File: src/rtl/pio_fifo.sv
module pio_fifo #(
  parameter int DEPTH     = 16,
  parameter int CMD_DEPTH = 32,
  parameter int RSP_FLAGS = 2
) (
  input  logic                             clk,
  input  logic                             rst_n,
  input  logic                             wr_en,
  input  logic [7:0]                       wr_data,
  input  logic                             rd_en,
  input  logic                             cmd_mode,
  input  logic                             cmd_clr,
  input  logic                             rsp_load,
  input  logic [7:0]                       rsp_status,
  input  logic                             ptr_clr,
  input  logic                             data_in_phase,
  input  logic                             irq_clr,
  input  logic [$clog2(CMD_DEPTH)-1:0]     cmd_idx,
  output logic [7:0]                       rd_data,
  output logic                             irq,
  output logic signed [$clog2(DEPTH)+1:0]  count,
  output logic [$clog2(CMD_DEPTH+1)-1:0]   cmd_len,
  output logic [7:0]                       cmd_byte,
  output logic [7:0]                       flags
);
  localparam int PTR_W  = $clog2(DEPTH);
  localparam int CNT_W  = PTR_W + 2;
  localparam int CLEN_W = $clog2(CMD_DEPTH + 1);
  localparam logic [PTR_W-1:0]  STOP_AT = PTR_W'(DEPTH - 1);
  localparam logic [CLEN_W-1:0] CMD_MAX = CLEN_W'(CMD_DEPTH);

  logic [7:0]       mem     [DEPTH];
  logic [7:0]       cmd_mem [CMD_DEPTH];
  logic [PTR_W-1:0] rptr, wptr, rptr_inc;
  logic             go_rsp, go_clr, go_rd, go_wr;
  logic             dat_wr, cmd_wr, rd_hit, snap, irq_set;

  assign go_rsp   = rsp_load;
  assign go_clr   = !rsp_load && ptr_clr;
  assign go_rd    = !rsp_load && !ptr_clr && rd_en;
  assign go_wr    = !rsp_load && !ptr_clr && !rd_en && wr_en;
  assign dat_wr   = go_wr && !cmd_mode && (wptr != STOP_AT);
  assign cmd_wr   = go_wr && cmd_mode && !cmd_clr && (cmd_len < CMD_MAX);
  assign rd_hit   = go_rd && data_in_phase && (rptr < wptr);
  assign rptr_inc = rptr + PTR_W'(rd_hit);
  assign snap     = go_rd && (rptr_inc == wptr);
  assign irq_set  = go_rsp || (go_rd && (!data_in_phase || rd_hit));
  assign cmd_byte = cmd_mem[cmd_idx];

  always_ff @(posedge clk) begin
    if (!rst_n) begin
      rptr  <= '0;
      wptr  <= '0;
      count <= '0;
      flags <= '0;
    end else if (go_rsp) begin
      rptr  <= '0;
      wptr  <= PTR_W'(2);
      count <= CNT_W'(2);
      flags <= 8'(RSP_FLAGS);
    end else if (go_clr) begin
      rptr  <= '0;
      wptr  <= '0;
      count <= '0;
    end else if (go_rd) begin
      if (snap) begin
        rptr <= '0;
        wptr <= '0;
      end else begin
        rptr <= rptr_inc;
      end
      if (rd_hit) count <= count - CNT_W'(1);
    end else if (dat_wr) begin
      wptr  <= wptr + PTR_W'(1);
      count <= count + CNT_W'(1);
    end
  end

  always_ff @(posedge clk) begin
    if (go_rsp) begin
      mem[0] <= rsp_status;
      mem[1] <= 8'h00;
    end else if (dat_wr) begin
      mem[wptr] <= wr_data;
    end
  end

  always_ff @(posedge clk) begin
    if (!rst_n)                        rd_data <= '0;
    else if (go_rd && !data_in_phase)  rd_data <= '0;
    else if (rd_hit)                   rd_data <= mem[rptr];
  end

  always_ff @(posedge clk) begin
    if (!rst_n)       irq <= 1'b0;
    else if (irq_set) irq <= 1'b1;
    else if (irq_clr) irq <= 1'b0;
  end

  always_ff @(posedge clk) begin
    if (!rst_n)       cmd_len <= '0;
    else if (cmd_clr) cmd_len <= '0;
    else if (cmd_wr)  cmd_len <= cmd_len + CLEN_W'(1);
  end

  always_ff @(posedge clk) begin
    if (cmd_wr) cmd_mem[cmd_len[$clog2(CMD_DEPTH)-1:0]] <= wr_data;
  end
endmodule

File: config.mk
export PLATFORM = sky130hd
export DESIGN_NAME = pio_fifo
export DESIGN_NICKNAME = d
export VERILOG_FILES = /design/src/rtl/pio_fifo.sv
export SDC_FILE = /design/constraint.sdc
export NUM_CORES = 1
export LEC_CHECK = 0
export ABC_AREA = 1
export BUFFER_PORTS_ARGS = -buffer_cell sky130_fd_sc_hd__buf_2
export CORE_MARGIN = 2
export CORE_UTILIZATION = 60
export CTS_CLUSTER_SIZE = 40
export DETAILED_ROUTE_END_ITERATION = 8
export PLACE_DENSITY = 0.74
export SETUP_SLACK_MARGIN = 0.15
export SLEW_MARGIN = 5
export SYNTH_ARGS = -nofsm -noshare
export SYNTH_HDL_FRONTEND = slang
export SYNTH_SLANG_ARGS = --single-unit
File: constraint.sdc
create_clock -name clk -period 4.95 [get_ports clk]
set_clock_uncertainty 0.05 [all_clocks]
set_input_delay 0.99 -clock clk [delete_from_list [all_inputs] [get_ports clk]]
set_output_delay 0.99 -clock clk [all_outputs]
set_load 0.01 [all_outputs]
Word-level counts from Yosys, hierarchy flattened
Memories as Yosys holds them, arrays and structs flattened. A register that Yosys moved wholly into a read port is not among the register bits.
Cells that the tools add are included.
{"block": "totals", "ff_bits": 22, "ramBits": 384, "input_bits": 31, "out_inout_bits": 37, "n_memories": 2}
{"name": "cmd_mem", "words": 32, "word_bits": 8, "rd": 1, "rd_ports_with_merged_regs": 0, "write_ports": 1, "line": "33", "rtl": "logic [7:0] cmd_mem [CMD_DEPTH];"}
{"name": "mem", "words": 16, "word_bits": 8, "rd": 1, "rd_ports_with_merged_regs": 1, "write_ports": 2, "line": "32", "rtl": "logic [7:0] mem [DEPTH];"}
{"block": "classes", "add_sub_neg": 5, "magnitude_cmp": 2, "eq_ne": 6, "n_mux": 23, "bitwise_logic": 1, "n_reduce_logical": 34}
{"op": "4-bit 2-to-1 mux", "count": 5}
{"op": "6-bit 2-to-1 mux", "count": 3}
{"op": "1-bit logical AND", "count": 15}
{"op": "1-bit 2-to-1 mux", "count": 10}
{"op": "2-bit 2-to-1 mux", "count": 4}
{"op": "8-bit 2-to-1 mux", "count": 1}
{"op": "4-bit by 3-bit != test with 1-bit output (second input constant)", "count": 2}
{"op": "2-bit AND reduction", "count": 4}
{"op": "8-bit OR reduction", "count": 1}
{"op": "6-bit by 1-bit adder with 6-bit output (second input constant)", "count": 1}
{"op": "6-bit by 2-bit adder with 6-bit output (second input constant)", "count": 1}
{"op": "1-bit zero test", "count": 6}
{"op": "6-bit less-than comparator (second input constant)", "count": 1}
{"op": "6-bit by 2-bit subtractor with 6-bit output (second input constant)", "count": 1}
{"op": "4-bit by 1-bit adder with 4-bit output", "count": 1}
{"op": "4-bit by 1-bit adder with 4-bit output (second input constant)", "count": 1}
{"op": "4-bit == test", "count": 1}
{"op": "4-bit less-than comparator", "count": 1}
{"op": "2-bit by 1-bit != test with 1-bit output (second input constant)", "count": 2}
{"op": "4-bit != test (second input constant)", "count": 1}
{"op": "2-bit nonzero test", "count": 2}
{"op": "4-bit nonzero test", "count": 1}
{"op": "2-bit OR reduction", "count": 2}
{"op": "3-bit OR reduction", "count": 1}
{"op": "other kinds (2)", "count": 3}

Depth between registers and ports, before layout
{"block": "depth", "word_depth": 12, "mapped_depth": 21, "ltp_nobuf": 19}

Worst setup path before layout
OpenSTA, ideal clock, no wires.
{"block": "synth_timing", "path_type": "in2out", "from": "in cmd_idx[0]", "to": "out cmd_byte[3]", "t_arrival_ns": 1.949, "required_ns": 3.910, "path_slack_ns": 1.961, "path_stages": 9, "cell_sequence": "inv_1 buf_2 buf_2 nand2_1 nand3_1 nand2_1 a21oi_1 o31ai_1 a21oi_1"}
{"block": "synth_via", "elab_chain_cells": 1}
{"item": "start: declaration", "line": "18", "rtl": "input logic [$clog2(CMD_DEPTH)-1:0] cmd_idx,"}
{"item": "memory 32 x 8 bit"}
{"item": "end: declaration", "line": "23", "rtl": "output logic [7:0] cmd_byte,"}
No other way between the ends.

Final worst setup path
{"block": "layout_timing", "from": "in cmd_idx[0]", "to": "out cmd_byte[7]"}
The elaborated chain is that of the path after synthesis.

==> impl_metrics.yaml <==
outcome:
  status: "finished clean"
clocking:
  clkSinkCount: 414
  clock_latency_ps: 530
  clk_pin_slew_ps: 60
  cts_max_level: 2
  cts_root_buffer: "clkbuf_16"
  holdBufCountCts: 0
  cts_tree: "built"
  cts_buffers: 41
  clk_path_buf_depth: 3
  cts.repair.resized: 0
  cts_setup_buffers: 0
yosys:
  yosysTopAreaCellShare: 0.656
  synth_compound_area_frac: 0.0569
  synth_area_um2: 17600
  syn_area_per_cell_um2: 11.0
  synthCells: 1602
  ys_ff_latch: 414
  yosys_warnings: 0
  synth_area_leader_cell: "edfxtp_1"
  synth-adder-area-share: 0.0132
  muxShareOfSynthArea: 0
  synthSimpleGateAreaFrac: 0.197
  synth_xor_area_frac: 0.00199
  synth_top_family_by_area: "simple AND/OR/NAND/NOR gates"
  synthDistinctLibCells: 36
  synth-seq-area-share: 0.690
  synth_area_leaders: "edfxtp_1, nand2_1, nand3_1, nor2_1, dfxtp_1"
routing:
  wl_mm: 42.2
  vias: 12100
  drt_iter0_markers: 1339
  firstDrtPassIters: 7
  viasPerCell: 5.86
  postRouteAntennaNets: 0
  drc: 0
  avgRoutedWirePerCell_um: 20.5
critical_path:
  critPathKind: "in2out"
  path_max_fanout: 62
  endpoint_kind: "output port"
  crit_family: "buffers and inverters"
  worst_ep_required_time_ps: 3910
  worst-path-buf-inv: 4
  cpMaxStageDelayCell: "clkinv_2"
  crit_chain: "buf_4, clkinv_2, buf_12, nand2_1, nand3_1, nand3_1, nand2_1, nand2_1, nand2_1, nor2_1, a21oi_1, buf_2"
  max_stage_delay_ps: 500
  crit_top_cell: "nand2_1"
  cp-start-kind: "primary input"
  arrival_ps: 3140
pwr:
  p_per_area_nw_per_um2: 370
  p_leak_nw: 7.16
  ir_drop_uv: 265
place:
  io_buffers: 60
  placed_cells: 1990
  gp_congestion: 0.868
  dp_hpwl_mm: 25.1
  placed_area_um2: 18100
  place_worst_setup_slack_ps: 826
layout:
  syn_to_final_growth_pct: 10.5
  diodes: 0
  final_cell_mix: "edfxtp_1, nand2_1, nand3_1, nor2_1, a21oi_1"
  final_common_cell: "edfxtp_1"
  drive_gt1_frac: 0.0959
  final_area_um2: 19400
  layout.cells.non_filler: 2063
  fin_nets: 1698
sta:
  relSlewSlack: 0.153
  worst_pin_slew_ps: 1260
  fmax_mhz: 239
  drv_slew: 0
  grt_setup_unrepaired: "false"
  hold_violations: 0
  setup_slack_ps: 770
  finalSetupViolCount: 0
  fin_crit_sh: 0.844
  finalSetupTns_ps: 0
  layout_min_cycle_time_ps: 4180
floorplan:
  fp.dieW_um: 175
  core_area_um2: 28800
  start_util: 0.611
  die_y_um: 175
  std_cell_rows: 62
  boundaryPins: 68
  die-area_um2: 30700
grt:
  antenna_found_initial: 0
  grt_pass1_vias: 11600
  grtUsageTotal: 0.277
  grt_max_degree: 67
  grt_pass1_wl_mm: 65.1
  overflow: 0
worst_hold_path:
  hp-class: "reg2reg"
job:
  maxCapViolCount: 0
[state kept, by name, summed over array words and instances, names as in the netlist]
| name | cells |
|---|---|
| cmd_len | 6 |
| cmd_mem | 256 |
| count | 6 |
| flags | 1 |
| irq | 1 |
| mem | 128 |
| rd_data | 8 |
| rptr | 4 |
| wptr | 4 |
[final cells by class]
cell class / count / area [um2]
flip-flops and latches: 414 / 12100
fillers: 2151 / 9350
multi-input cells: 1045 / 4800
clock buffers: 59 / 1170
well taps: 384 / 480
repair buffers: 76 / 448
inverters: 71 / 270
clock inverters: 14 / 129
[synthesized netlist by cell type]
cell	n
clkbuf_1	26
o21ai_2	8
a211oi_1	2
xor2_1	2
fa_1	1
nand2_4	2
conb_1	1
nor2_1	199
inv_2	5
clkinv_1	3
buf_1	4
a31oi_1	1
nand2_2	1
buf_2	43
dfxtp_1	30
buf_6	3
nand3_4	1
o21ai_0	75
nor3_1	7
buf_4	10
o21ai_1	2
o221ai_1	1
nand3_1	227
inv_4	1
inv_1	62
nand3_2	3
ha_1	17
nor2_4	3
nand4_1	4
o31ai_1	8
xnor2_1	2
o211ai_1	8
nand2_1	376
edfxtp_1	384
a21oi_1	79
or2_2	1
[where the power goes]
| group | total, W | leakage [nW] | internal, W | switching (W) |
|---|---|---|---|---|
| clock | 0.00299 | 0.629 | 0.00175 | 0.00124 |
| combinational | 0.000349 | 2.82 | 0.0000899 | 0.000259 |
| sequential | 0.00384 | 3.72 | 0.00384 | 0.00000691 |
[through the flow]
step	hold WS, ps	util	power, W
global route	455	0.675	0.00737
CTS	419	0.675	0.00720
floorplan	434	-	0.00411
detailed placement	409	0.630	0.00426
global placement	401	0.630	0.00426
finish	415	0.675	0.00718
[cell families (layout without fill, tap and decap cells)]
kind of cell               after synthesis  count (layout)
adders and majority gates               18              18
buffers and inverters                  157             220
AOI/OAI and AO/OA                      184             184
other                                    1              15
and+or+nand+nor                        824             824
DFF                                    414             414
xor gates and xnor gates                 4               4
[final timing paths]
check        cells after the start        from     endpoint  slack, ps
max                             12  cmd_idx[0]  cmd_byte[7]        770
min                              1    count[0]     count[0]        420
max reg2reg                     14     rptr[3]      wptr[1]       1680
min reg2reg                      1    count[0]     count[0]        420
[layer usage]
metal	global-route usage	vias to the layer above	part of all wire
met5	0	-	0
met4	0.102	0	0.034
met3	0.0398	99	0.076
met2	0.471	612	0.50
met1	0.367	5732	0.39
li1	-	5640	-
Note: power is estimated with default switching activity, not from simulation.
